### config.mk
export PLATFORM = sky130hd
export DESIGN_NAME = rowbnd_decoder
export DESIGN_NICKNAME = d
export VERILOG_FILES = /design/src/rtl/rowbnd_pkg.sv /design/src/rtl/rowbnd_regs.sv /design/src/rtl/rowbnd_match.sv /design/src/rtl/rowbnd_hole.sv /design/src/rtl/rowbnd_decoder.sv
export SDC_FILE = /design/constraint.sdc
export NUM_CORES = 1
export LEC_CHECK = 0
export ABC_CLOCK_PERIOD_IN_PS = 2900
export CORE_MARGIN = 3
export CORE_UTILIZATION = 56
export DETAILED_ROUTE_END_ITERATION = 7
export PLACE_DENSITY = 0.88
export SYNTH_ARGS = -nofsm -noshare
export SYNTH_HDL_FRONTEND = slang
export SYNTH_HIERARCHICAL = 1
export SYNTH_SLANG_ARGS = --single-unit
export TNS_END_PERCENT = 10
### constraint.sdc
create_clock -name clk -period 2.9 [get_ports clk]
set_clock_uncertainty 0.1 [all_clocks]
set_input_delay 0.58 -clock clk [delete_from_list [all_inputs] [get_ports clk]]
set_output_delay 0.58 -clock clk [all_outputs]
set_load 0.01 [all_outputs]
### src/rtl/rowbnd_pkg.sv
`timescale 1ns/1ps
package rowbnd_pkg;

   // Fixed-window selector; the code value is what software writes
   typedef enum logic [1:0] {
      HOLE_NONE = 2'b00,
      HOLE_LOW  = 2'b01,
      HOLE_HIGH = 2'b10,
      HOLE_RSVD = 2'b11
   } hole_mode_e;

   localparam int HOLE_CODE_W = 2;

   function automatic int max_int(input int a, input int b);
      return (a > b) ? a : b;
   endfunction

endpackage

### src/rtl/rowbnd_regs.sv
`timescale 1ns/1ps
module rowbnd_regs
   import rowbnd_pkg::*;
#(
   parameter int NUM_ROWS = 8,
   parameter int BND_W    = 8,
   parameter int SEL_W    = $clog2(NUM_ROWS) + 1
) (
   input  logic                            clk,
   input  logic                            rst_n,
   input  logic                            wr_en,
   input  logic [SEL_W-1:0]                wr_addr,
   input  logic [BND_W-1:0]                wr_data,
   output logic [NUM_ROWS-1:0][BND_W-1:0]  bnd_o,
   output hole_mode_e                      hole_o
);

   localparam int IDX_W = $clog2(NUM_ROWS);
   localparam logic [SEL_W-1:0] HOLE_IDX = SEL_W'(NUM_ROWS);

   logic [NUM_ROWS-1:0][BND_W-1:0] bnd_q;
   hole_mode_e                     hole_q;

   always_ff @(posedge clk) begin
      if (!rst_n) begin
         bnd_q  <= '0;
         hole_q <= HOLE_NONE;
      end else if (wr_en) begin
         if (!wr_addr[SEL_W-1]) begin
            bnd_q[wr_addr[IDX_W-1:0]] <= wr_data;
         end else if (wr_addr == HOLE_IDX) begin
            hole_q <= hole_mode_e'(wr_data[HOLE_CODE_W-1:0]);
         end
      end
   end

   assign bnd_o  = bnd_q;
   assign hole_o = hole_q;

endmodule

### src/rtl/rowbnd_match.sv
`timescale 1ns/1ps
module rowbnd_match
   import rowbnd_pkg::*;
#(
   parameter int NUM_ROWS = 8,
   parameter int BND_W    = 8,
   parameter int UNIT_W   = 9
) (
   input  logic [UNIT_W-1:0]               unit_i,
   input  logic [NUM_ROWS-1:0][BND_W-1:0]  bnd_i,
   output logic [NUM_ROWS-1:0]             sel_o,
   output logic                            any_o
);

   localparam int CMP_W = max_int(UNIT_W, BND_W);

   logic [CMP_W-1:0]    unit_x;
   logic [NUM_ROWS-1:0] in_row;

   assign unit_x = CMP_W'(unit_i);

   for (genvar g = 0; g < NUM_ROWS; g++) begin : g_row
      logic [CMP_W-1:0] lo_x;
      logic [CMP_W-1:0] hi_x;
      if (g == 0) begin : g_first
         assign lo_x = '0;
      end else begin : g_rest
         assign lo_x = CMP_W'(bnd_i[g-1]);
      end
      assign hi_x      = CMP_W'(bnd_i[g]);
      assign in_row[g] = (unit_x >= lo_x) && (unit_x < hi_x);
   end

   // isolate the lowest candidate row so overlaps stay one-hot
   assign sel_o = in_row & (~in_row + NUM_ROWS'(1));
   assign any_o = |in_row;

endmodule

### src/rtl/rowbnd_hole.sv
`timescale 1ns/1ps
module rowbnd_hole
   import rowbnd_pkg::*;
#(
   parameter int              ADDR_W  = 32,
   parameter longint unsigned LO_BASE = 64'h0008_0000,
   parameter longint unsigned LO_END  = 64'h000A_0000,
   parameter longint unsigned HI_BASE = 64'h00F0_0000,
   parameter longint unsigned HI_END  = 64'h0100_0000
) (
   input  logic [ADDR_W-1:0] addr_i,
   input  hole_mode_e        mode_i,
   output logic              in_hole_o
);

   localparam logic [ADDR_W-1:0] LB = ADDR_W'(LO_BASE);
   localparam logic [ADDR_W-1:0] LE = ADDR_W'(LO_END);
   localparam logic [ADDR_W-1:0] HB = ADDR_W'(HI_BASE);
   localparam logic [ADDR_W-1:0] HE = ADDR_W'(HI_END);

   always_comb begin
      unique case (mode_i)
         HOLE_LOW:  in_hole_o = (addr_i >= LB) && (addr_i < LE);
         HOLE_HIGH: in_hole_o = (addr_i >= HB) && (addr_i < HE);
         default:   in_hole_o = 1'b0;
      endcase
   end

endmodule

### src/rtl/rowbnd_decoder.sv
`timescale 1ns/1ps
module rowbnd_decoder
   import rowbnd_pkg::*;
#(
   parameter int              NUM_ROWS   = 8,
   parameter int              BND_W      = 8,
   parameter int              ADDR_W     = 32,
   parameter int              UNIT_SHIFT = 23,
   parameter bit              REG_OUT    = 1'b1,
   parameter longint unsigned LO_BASE    = 64'h0008_0000,
   parameter longint unsigned LO_END     = 64'h000A_0000,
   parameter longint unsigned HI_BASE    = 64'h00F0_0000,
   parameter longint unsigned HI_END     = 64'h0100_0000,
   parameter int              SEL_W      = $clog2(NUM_ROWS) + 1
) (
   input  logic                clk,
   input  logic                rst_n,
   input  logic                wr_en,
   input  logic [SEL_W-1:0]    wr_addr,
   input  logic [BND_W-1:0]    wr_data,
   input  logic                req_vld,
   input  logic [ADDR_W-1:0]   req_addr,
   output logic                rsp_vld,
   output logic [NUM_ROWS-1:0] row_sel,
   output logic                dram_hit,
   output logic                hole_hit
);

   localparam int UNIT_W = ADDR_W - UNIT_SHIFT;

   // elaboration-time parameter checks
   if (NUM_ROWS < 2 || (NUM_ROWS & (NUM_ROWS - 1)) != 0) begin : g_bad_rows
      $error("NUM_ROWS must be a power of two of at least 2");
   end
   if (UNIT_SHIFT < 1 || UNIT_SHIFT >= ADDR_W) begin : g_bad_shift
      $error("UNIT_SHIFT must lie inside the address");
   end
   if (BND_W < HOLE_CODE_W) begin : g_bad_bnd
      $error("BND_W too narrow to carry the window code");
   end
   if (SEL_W != $clog2(NUM_ROWS) + 1) begin : g_bad_sel
      $error("SEL_W must be one bit wider than the row index");
   end
   if (ADDR_W > 64) begin : g_bad_addr
      $error("ADDR_W above 64 is not supported");
   end

   logic [NUM_ROWS-1:0][BND_W-1:0] bnd;
   hole_mode_e                     hole_mode;
   logic [NUM_ROWS-1:0]            match_sel;
   logic                           match_any;
   logic                           in_hole;
   logic [NUM_ROWS-1:0]            sel_c;
   logic                           hit_c;

   rowbnd_regs #(
      .NUM_ROWS (NUM_ROWS),
      .BND_W    (BND_W),
      .SEL_W    (SEL_W)
   ) u_regs (
      .clk     (clk),
      .rst_n   (rst_n),
      .wr_en   (wr_en),
      .wr_addr (wr_addr),
      .wr_data (wr_data),
      .bnd_o   (bnd),
      .hole_o  (hole_mode)
   );

   rowbnd_match #(
      .NUM_ROWS (NUM_ROWS),
      .BND_W    (BND_W),
      .UNIT_W   (UNIT_W)
   ) u_match (
      .unit_i (req_addr[ADDR_W-1:UNIT_SHIFT]),
      .bnd_i  (bnd),
      .sel_o  (match_sel),
      .any_o  (match_any)
   );

   rowbnd_hole #(
      .ADDR_W  (ADDR_W),
      .LO_BASE (LO_BASE),
      .LO_END  (LO_END),
      .HI_BASE (HI_BASE),
      .HI_END  (HI_END)
   ) u_hole (
      .addr_i    (req_addr),
      .mode_i    (hole_mode),
      .in_hole_o (in_hole)
   );

   assign sel_c = in_hole ? '0 : match_sel;
   assign hit_c = match_any && !in_hole;

   if (REG_OUT) begin : g_reg_out
      always_ff @(posedge clk) begin
         if (!rst_n) begin
            rsp_vld  <= 1'b0;
            row_sel  <= '0;
            dram_hit <= 1'b0;
            hole_hit <= 1'b0;
         end else begin
            rsp_vld <= req_vld;
            if (req_vld) begin
               row_sel  <= sel_c;
               dram_hit <= hit_c;
               hole_hit <= in_hole;
            end
         end
      end
   end else begin : g_comb_out
      assign rsp_vld  = req_vld;
      assign row_sel  = sel_c;
      assign dram_hit = hit_c;
      assign hole_hit = in_hole;
   end

endmodule

==> results by group <==
Outcome
  • Outcome: completed

Layout
  • Register area: 1540 um2
  • NumNets Final: 709
  • Area of the multi-input gates: 2820 um2
  • Diode count: 0
  • Ratio of cells with drive above 1 in the final layout: 13.1%
  • Filler cell count: 565
  • Area delta synth->final: 20.9%

Routing
  • Drt wl/cell: 17.5 um
  • Via density: 5.73
  • WL met2: 6130 um
  • DRT antenna net count: 0
  • DRC viols: 0
  • First-pass iteration count of the detailed router: 5
  • Top sig layer: met4
  • Routed WL: 12300 um
  • DRT iter0 DRCs: 220
  • Metal3 WL: 895 um
  • Vias: 4025
  • Wl on met1: 4890 um

Setup path
  • Worst Setup Path Type: in -> reg
  • Crit path cell chain: clkdlybuf4s50_1, buf_4, ha_1, nor2b_4, o2111ai_2, a21o_2, a211oi_4, nor4b_4, and3b_1, nand2_1, o21ai_1
  • WP data arrival: 2.98 ns
  • R2R Path End: row_sel[7]
  • CP required: 3.08 ns
  • Critical path's largest stage delay: 0.40 ns
  • Critical Path Sink Type: flop
  • R2R setup slack: 0.53 ns
  • Reg2reg path depth: 10
  • Worst R2R Start: u_regs/bnd_o[17]
  • Type of origin of the critical path: input pin
  • Slowest CP cell: clkdlybuf4s50_1
  • Crit Path Max Fanout: 7

Placed design
  • IO buf count: 41
  • Final GP Congestion: 0.911
  • Dpl hpwl: 8560 um

Clocking
  • CTS tree: done
  • Root Driver: clkbuf_8
  • Clock Latency Late Sink: 0.35 ns
  • Reg clk slew, reported paths: 0.08 ns
  • Clk sinks: 77
  • Maximum clock path buffer count: 2
  • CTS Buf Count: 9
  • H-tree Lvls: 3
  • CTS Hold Bufs: 0

Power and ir drop
  • Share of power burned in combinational logic: 15.6%
  • Pwr Total: 2.44 mW
  • Switching pwr: 618 uW
  • Clock power frac: 40.1%
  • Peak VDD IR: 244 uV
  • Power per cell area: 430 nW/um2
  • Power share of the sequential group: 44.3%
  • Pleak: 2.39 nW
  • Int Pwr: 1.82 mW
  • Switch share: 25.4%

Timing
  • Final period utilization: 96.3%
  • Setup TNS: 0 ns
  • Final Setup Violations: 0
  • Worst Max-Slew Pin Slew: 0.652 ns
  • Rel. slew slack: 56.4%
  • RSZ-0062 raised after global routing: false
  • Fin. max-slew vios: 0
  • Final hold vios: 0
  • Achievable frequency: 358 MHz
  • Tmin final: 2.79 ns

Die
  • Initial Utilization: 59.2%
  • Number of cell rows: 32
  • Chip height: 97.5 um
  • Chip width: 97.5 um
  • Die area: 9520 um2
  • I/O pins: 59
  • CORE AREA: 7930 um2

Logic synthesis
  • Post-synth EDFFs: 0
  • Distinct cells, synth: 55
  • Seq cells post-synth: 77
  • Synth Flop Type: dfxtp_1
  • Post-synthesis cell count: 522
  • Net Count, Synth: 635
  • Syn avg cell area: 8.99 um2
  • Area of the mapped netlist: 4690 um2
  • Synth async-reset ratio: 0%
  • Warnings from Yosys: 6
  • Post-synthesis sequential area ratio: 32.8%

GRT
  • Vias in the first global route: 4177
  • GRT Util Overall: 26.1%
  • Grt total ovfl: 0
  • First-pass GRT wire length: 19900 um
  • Initial antenna violation count: 0
  • Largest net degree at the start of global routing: 45

Hold path
  • Worst hold path depth: 2
  • Worst Hold End: u_regs/bnd_o[42]
  • Hold Path Class: reg -> reg
  • Min-delay src: u_regs/bnd_o[42]

Job
  • Max-cap viol count: 0
==> synth_stat cells, types with 6 or more instances <==
library cell	number	area share [%]
nand3b_1	13	2.1
dfxtp_1	77	33
a21oi_1	20	2.1
nand2_1	93	7.4
nand3_1	11	1.2
mux2i_1	67	14
inv_1	64	5.1
o21ai_1	9	0.96
o21ai_0	6	0.64
ha_1	65	17
a21o_1	7	1.1
clkbuf_1	6	0.48
nor2_1	11	0.88
==> metrics by stage <==
stage	util (%)	hold WS, ns	setup slack (ns)	instance area [um2]	cells
2_1_floorplan	-	0.335	0.638	4690	522
3_3_place_gp	68.3	0.342	-0.118	5410	687
3_5_place_dp	68.3	0.349	-0.197	5410	687
4_1_cts	71.3	0.364	0.0813	5650	703
5_1_grt	71.6	0.376	0.00812	5670	703
6_report	71.6	0.362	0.108	5670	703
==> cell families after synthesis <==
| family | after synthesis | share of synthesized area (%) |
|---|---|---|
| buf+inv | 83 | 7.62 |
| fa+ha+maj | 65 | 17.3 |
| simple gates | 168 | 19.2 |
| mux | 67 | 14.3 |
| flops | 77 | 32.8 |
| compound gates | 62 | 8.74 |
==> per-layer routing <==
metal	global-route usage (%)	up-vias
met5	0	-
met4	12.7	0
met3	5.60	46
met2	46.1	163
met1	29.5	1891
li1	-	1925
==> sequential cells by signal, summed over array words and instances, names as in the netlist <==
register,flops
dram_hit,1
rsp_vld,1
u_regs/bnd_o,64
row_sel,8
hole_hit,1
u_regs/hole_o,2
==> cell usage in the layout, fill, tap and decap left out, drive strengths merged, types with 2 or more instances in the layout <==
cell type	instances
a211oi	8
a21o	8
a21oi	21
and2	2
and3	2
and3b	2
buf	41
bufinv	3
clkbuf	10
clkdlybuf4s50	40
clkinv	2
dfxtp	77
ha	65
inv	65
mux2i	67
nand2	94
nand2b	3
nand3	11
nand3b	14
nand4	4
nand4b	2
nor2	13
nor2b	5
nor3	5
nor3b	4
nor4b	3
o2111ai	2
o211ai	2
o21ai	15
o221ai	2
==> worst max-delay path by stage <==
stage / start / to / cells after the start
floorplan: req_addr[23] / row_sel[7] / 10
detailed placement: req_addr[24] / row_sel[7] / 12
CTS: req_addr[24] / row_sel[7] / 11
global placement: req_addr[30] / row_sel[7] / 11
finish: req_addr[24] / row_sel[7] / 11
global route: req_addr[23] / row_sel[6] / 13
==> power by group through the flow <==
stage | combinational [mW] | sequential [mW] | clock (mW)
floorplan | 0.189 | 1.11 | 0
global placement | 0.339 | 1.11 | 0
global route | 0.414 | 1.08 | 1.03
detailed placement | 0.360 | 1.11 | 0
CTS | 0.368 | 1.08 | 0.988
finish | 0.380 | 1.08 | 0.977
==> what timing repair did <==
action	in CTS	in global routing
setup endpoints to repair	0	4
gates resized for setup	0	4
setup buffers	0	0
==> final cells by class <==
| cell class | instances | area share [%] |
|---|---|---|
| multi-input combinational | 362 | 49.6 |
| sequential | 77 | 27.2 |
| inverter | 65 | 4.30 |
| tap | 102 | 2.25 |
| clock inverter | 6 | 1.96 |
| clock buffer | 10 | 2.25 |
| timing repair buffer | 81 | 12.4 |
==> worst max-delay path: cells and delay by family <==
| family | cells | cell delay, ns |
|---|---|---|
| simple gates | 4 | 0.70 |
| compound gates | 4 | 0.81 |
| buf+inv | 2 | 0.58 |
| fa+ha+maj | 1 | 0.32 |
No activity file was read; power rests on OpenSTA's default activity.
